### src/rtl/pmem_port.sv
module pmem_port #(
  parameter int AW     = 17,
  parameter int BW     = 8,
  parameter int IW     = 6,
  parameter int SB     = 3,
  parameter int T_ACC  = 4,
  parameter int T_PAGE = 2,
  parameter int T_PRE  = 3,
  parameter int T_ZZX  = 5
) (
  input  logic               clk,
  input  logic               rst_n,
  input  logic               ce_n,
  input  logic               we_n,
  input  logic               oe_n,
  input  logic               ub_n,
  input  logic               lb_n,
  input  logic               zz_n,
  input  logic [AW-1:0]      addr,
  input  logic [2*BW-1:0]    din,
  input  logic [2**SB-1:0]   wp,
  output logic [2*BW-1:0]    dout,
  output logic [1:0]         dq_oe
);
  localparam int DW    = 2 * BW;
  localparam int RW    = AW - 2;
  localparam int DEPTH = 2 ** IW;
  localparam int CW    = $clog2(T_ACC + T_PRE + T_ZZX + 2);

  logic          ce_p, we_p;
  logic [AW-1:0] a_p;
  logic          active, wr_mode, done;
  logic [RW-1:0] row_q;
  logic [1:0]    col_q;
  logic [CW-1:0] acc_cnt, pre_cnt, zz_cnt;
  logic [DW-1:0] rd_q;
  logic [DW-1:0] mem [DEPTH];

  wire ce_fall = ce_p & ~ce_n;
  wire ce_rise = ~ce_p & ce_n;
  wire we_fall = we_p & ~we_n;
  wire we_rise = ~we_p & we_n;
  wire ready   = zz_n && pre_cnt == '0 && zz_cnt == '0;
  wire start   = ce_fall & ready;
  wire hi_chg  = active & ~ce_n & (addr[AW-1:2] != a_p[AW-1:2]);
  wire lo_chg  = active & ~ce_n & (addr[1:0] != a_p[1:0]);
  wire wr_fire = active & wr_mode & (we_rise | ce_rise);

  wire [AW-1:0]  cur_a = {row_q, col_q};
  wire [IW-1:0]  idx   = cur_a[IW-1:0];
  wire [SB-1:0]  sec   = row_q[RW-1 -: SB];
  wire           wr_ok = zz_n & wr_fire & ~wp[sec];
  wire [DW-1:0]  w_old = mem[idx];
  wire           lane_on = zz_n & active & done & ~wr_mode & we_n & ~oe_n & ~ce_n;

  assign dout  = rd_q;
  assign dq_oe = {lane_on & ~ub_n, lane_on & ~lb_n};

  always_ff @(posedge clk) begin
    if (!rst_n) begin
      ce_p <= 1'b1; we_p <= 1'b1; a_p <= '0;
      active <= 1'b0; wr_mode <= 1'b0; done <= 1'b0;
      row_q <= '0; col_q <= '0; rd_q <= '0;
      acc_cnt <= '0; pre_cnt <= '0; zz_cnt <= '0;
    end else begin
      ce_p <= ce_n; we_p <= we_n; a_p <= addr;
      if (!zz_n) begin
        active <= 1'b0; wr_mode <= 1'b0; done <= 1'b0;
        zz_cnt <= CW'(T_ZZX);
      end else begin
        if (zz_cnt != '0) zz_cnt <= zz_cnt - 1'b1;
        if (pre_cnt != '0) pre_cnt <= pre_cnt - 1'b1;
        if (ce_rise) begin
          active <= 1'b0; wr_mode <= 1'b0;
          pre_cnt <= CW'(T_PRE);
        end else if (start) begin
          active <= 1'b1; wr_mode <= ~we_n; done <= 1'b0;
          row_q <= addr[AW-1:2]; col_q <= addr[1:0];
          acc_cnt <= CW'(T_ACC - 1);
        end else if (active) begin
          if (hi_chg) begin
            row_q <= addr[AW-1:2]; col_q <= addr[1:0];
            done <= 1'b0; acc_cnt <= CW'(T_ACC - 1);
          end else if (lo_chg) begin
            col_q <= addr[1:0];
            done <= 1'b0; acc_cnt <= CW'(T_PAGE - 1);
          end else if (wr_fire) begin
            wr_mode <= 1'b0;
            done <= 1'b0; acc_cnt <= CW'(T_PAGE - 1);
          end else if (we_fall) begin
            wr_mode <= 1'b1;
          end else if (!done) begin
            if (acc_cnt == '0) begin
              done <= 1'b1;
              rd_q <= mem[idx];
            end else begin
              acc_cnt <= acc_cnt - 1'b1;
            end
          end
        end
      end
    end
  end

  always_ff @(posedge clk) begin
    if (!rst_n) begin
      for (int i = 0; i < DEPTH; i++) mem[i] <= '0;
    end else if (wr_ok) begin
      if (!ub_n) mem[idx][DW-1:BW] <= din[DW-1:BW];
      if (!lb_n) mem[idx][BW-1:0]  <= din[BW-1:0];
    end
  end

  AST_NO_EARLY_DRIVE: assert property (@(posedge clk) disable iff (!rst_n)
    start |=> (dq_oe == 2'b00));
  AST_PAGE_WAIT: assert property (@(posedge clk) disable iff (!rst_n)
    (zz_n && lo_chg && !hi_chg) |=> (dq_oe == 2'b00));
  AST_PRE_REFUSE: assert property (@(posedge clk) disable iff (!rst_n)
    (pre_cnt != '0) |=> !(active && !$past(active)));
  AST_SLEEP_IDLE: assert property (@(posedge clk) disable iff (!rst_n)
    !zz_n |=> (!active && dq_oe == 2'b00));
  AST_WP_HOLD: assert property (@(posedge clk) disable iff (!rst_n)
    (zz_n && wr_fire && wp[sec]) |=> (mem[$past(idx)] == $past(w_old)));
endmodule

### config.mk
export PLATFORM = sky130hd
export DESIGN_NAME = pmem_port
export DESIGN_NICKNAME = d
export VERILOG_FILES = /design/src/rtl/pmem_port.sv
export SDC_FILE = /design/constraint.sdc
export NUM_CORES = 2
export LEC_CHECK = 0
export ABC_AREA = 1
export BUFFER_PORTS_ARGS = -buffer_cell sky130_fd_sc_hd__buf_2
export CORE_ASPECT_RATIO = 2
export CORE_MARGIN = 4
export CORE_UTILIZATION = 40
export DETAILED_ROUTE_END_ITERATION = 10
export PLACE_DENSITY_LB_ADDON = 0.08
export SLEW_MARGIN = 15
export SYNTH_ARGS = -nofsm -noshare
export SYNTH_HDL_FRONTEND = slang
export SYNTH_SLANG_ARGS = --single-unit
### constraint.sdc
create_clock -name clk -period 3.1 [get_ports clk]
set_clock_uncertainty 0.05 [all_clocks]
set_input_delay 0.31 -clock clk [delete_from_list [all_inputs] [get_ports clk]]
set_output_delay 0.31 -clock clk [all_outputs]
set_load 0.02 [all_outputs]
==> impl_metrics.env <==
export IMPL_final_max_slew_viol_count=0
export IMPL_synth_area_sq_mm=0.0478
export IMPL_vias_per_cell=5.33
export IMPL_rsz0062_at_grt="no"
export IMPL_area_delta_synth_final_pct=15.1
export IMPL_report_final_setup_viol=0
export IMPL_cap_violations=0
export IMPL_die_w_um=252
export IMPL_fmax_ghz=0.341
export IMPL_fillers=11361
export IMPL_synthSimpleGateAreaFrac=0.247
export IMPL_grt_pass1_wl_um=243000
export IMPL_clock_latency_ns=0.71
export IMPL_crit_family="buffers and inverters"
export IMPL_critPathSlowestCell="o21ai_0"
export IMPL_crit_path_start_kind="flop"
export IMPL_synth_nets=4991
export IMPL_leakagePower_nw=22.2
export IMPL_synthDominantCellAreaShare=0.644
export IMPL_post_synth_top_area_cell="edfxtp_1"
export IMPL_drt_total_wl_um=170000
export IMPL_crit_buf_inv=4
export IMPL_ant_nets=0
export IMPL_endpoint_kind="flop"
export IMPL_grt_max_degree=103
export IMPL_yosysWarningCount=0
export IMPL_cts_buffer_depth=3
export IMPL_fin_crit_sh=0.946
export IMPL_ys_types=37
export IMPL_clk_pin_slew_ns=0.07
export IMPL_max_stage_delay_ns=0.54
export IMPL_final_cells=6734
export IMPL_synthCells=4938
export IMPL_regArea_sq_mm=0.0319
export IMPL_worstPathArrival_ns=3.49
export IMPL_avgSynthCellArea_sq_um=9.67
export IMPL_ys_seq_area_frac=0.668
export IMPL_drc_errors=0
export IMPL_hold_viol_final=0
export IMPL_ys_ff_latch=1083
export IMPL_antenna_found_initial=4
export IMPL_portBuffers=66
export IMPL_num_io_pins=67
export IMPL_start_util=0.402
export IMPL_synth_top_family_by_area="simple AND/OR/NAND/NOR gates"
export IMPL_coreArea_sq_mm=0.119
export IMPL_vdd_drop_max_uv=422
export IMPL_htreeDepth=3
export IMPL_tns_ns=0
export IMPL_power_density_mw_per_mm2=563
export IMPL_status="finished, final reports clean"
export IMPL_slew_headroom=0.376
export IMPL_multiInputGateArea_sq_mm=0.0141
export IMPL_synth_compound_area_frac=0.0455
export IMPL_cts_tree="yes"
export IMPL_worstPathRequired_ns=3.66
export IMPL_clock_sinks=1083
export IMPL_layout_drive_gt1_share=0.108
export IMPL_drt_first_iter_violations=3032
export IMPL_grt_pass1_vias=36263
export IMPL_via_count=35897
export IMPL_route_detailed_wl_per_inst_um=25.2
export IMPL_cts_root_buf="clkbuf_16"
export IMPL_dieArea_sq_mm=0.125
export IMPL_synthAdderAreaFrac=0.00105
export IMPL_numCtsBuffers=99
export IMPL_utilization=0.463
export IMPL_hpwl_um=114000
export IMPL_row_count=179
export IMPL_path_class="reg2reg"
export IMPL_die_h_um=497
export IMPL_path_cells="buf_4 -> nor3_4 -> buf_12 -> buf_4 -> a22oi_1 -> nand3_1 -> o21ai_0 -> nand2_1 -> inv_1 -> nand2_1 -> nor2_1 -> nor2_1"
export IMPL_synth_area_mux_share=0
export IMPL_dp_cells=6525
export IMPL_min_path_type="in2reg"
export IMPL_cp_max_fo=41
export IMPL_grt_overflow_total=0
export IMPL_drt_pass1_iterations=9
export IMPL_track_usage=0.266
export IMPL_place_congestion=0.877
export IMPL_synth_xor_area_frac=0.00110
export IMPL_finalCriticalPeriod_ns=2.93
export IMPL_power_mw=31.0
export IMPL_nets=5164
export IMPL_tightest_slew_ns=0.927
export IMPL_ys_top_cells_by_area="edfxtp_1 64%, nand2_1 13%, nor2_1 9.3%"
export IMPL_worst_hold_slack_ns=0.0929
[worst reg2reg max path, cell delays in order (launching register included)]
cell     delay [ns]
dfxtp_4        0.48
buf_4          0.32
nor3_4         0.10
buf_12         0.21
buf_4          0.27
a22oi_1        0.19
nand3_1        0.20
o21ai_0        0.54
nand2_1        0.11
inv_1          0.09
nand2_1        0.11
nor2_1         0.11
nor2_1         0.05
[cell usage in the layout (no fill, tap or decap), types with 17 or more instances in the layout]
cell type and instances:
nand2_1 1613, nor2_1 1186, edfxtp_1 1024, buf_4 224
a21oi_1 195, inv_1 119, o21ai_0 114, clkbuf_16 105
nand4_1 100, buf_2 65, a22oi_1 59, dfxtp_1 56
nand3_1 55, buf_12 39, inv_2 30, clkinv_2 27
dlygate4sd3_1 23, clkbuf_1 21, or2_2 17
[synthesized netlist by cell type]
cell	number
nand2_1	1613
nor2_1	1187
edfxtp_1	1024
a21oi_1	195
clkbuf_1	180
inv_1	119
o21ai_0	114
nand4_1	100
buf_2	78
a22oi_1	59
dfxtp_1	59
nand3_1	55
inv_2	36
buf_1	17
or2_2	17
o21ai_1	16
nor3_1	15
nor3_2	8
nand3b_1	7
o22ai_1	5
ha_1	4
xnor2_1	4
a31oi_1	3
buf_4	3
nor2_2	3
a311oi_1	2
buf_6	2
nand3_2	2
o21a_1	2
xor2_1	2
and3_1	1
nand2_2	1
nand2_4	1
nor3_4	1
o21bai_1	1
o2bb2ai_1	1
o31ai_1	1
[state kept, by name, summed over array words and instances, names as in the netlist]
name and count:
active 1, row_q 7, wr_mode 1, col_q 2, a_p 17, we_p 1
ce_p 1, dout 16, done 1, mem 1024, pre_cnt 4, zz_cnt 4
acc_cnt 4
[power by group]
part | internal (mW) | switching (mW) | total, mW
Sequential | 16.4 | 0.166 | 16.6
Combinational | 0.293 | 0.997 | 1.29
Clock | 7.39 | 5.72 | 13.1
[routing by layer]
layer  global-route usage  up-vias  routed length [um]
li1                     -    16684                   -
met1                0.296    17773               61500
met2                0.503     1105               91200
met3               0.0269      335                7280
met4                0.135        0                9480
met5                    0        -                   0
[layout make-up]
type / instances / area share
Sequential cell: 1083 / 0.581
Multi-Input combinational cell: 3420 / 0.257
Timing Repair Buffer: 352 / 0.0551
Clock buffer: 127 / 0.0495
Tap cell: 1538 / 0.0350
Clock inverter: 58 / 0.0121
Inverter: 155 / 0.0108
Antenna cell: 1 / 0.0000455
[path summary, 6_finish.rpt]
| path | startpoint | endpoint | slack (ns) | cells after the start |
|---|---|---|---|---|
| setup reg to reg | col_q[0] | dout[13] | 0.17 | 12 |
| setup / recovery | col_q[0] | dout[13] | 0.17 | 12 |
| hold reg to reg | row_q[14] | row_q[14] | 0.42 | 2 |
| hold / removal | din[5] | mem[22][5] | 0.09 | 3 |
[per-stage QoR]
stage / cell area [sq um] / setup WS (ns)
floorplan: 47800 / 0.931
global placement: 51400 / 0.0856
detailed placement: 51400 / 0.129
CTS: 55000 / 0.105
global route: 55000 / 0.0421
finish: 55000 / 0.168
[kinds of logic after synthesis]
logic type / count (synthesis)
buf+inv: 435
fa+ha+maj: 4
compound gates: 399
xor+xnor: 6
flops: 1083
simple gates: 3011
[repair_timing]
action | CTS | global route
hold buffers | 23 | 0
setup endpoints to repair | 0 | 1
endpoints found under the hold margin | 42 | 0
resized for setup | 0 | 1
buffers inserted | 0 | 0
(Power assumes the default switching activity.)
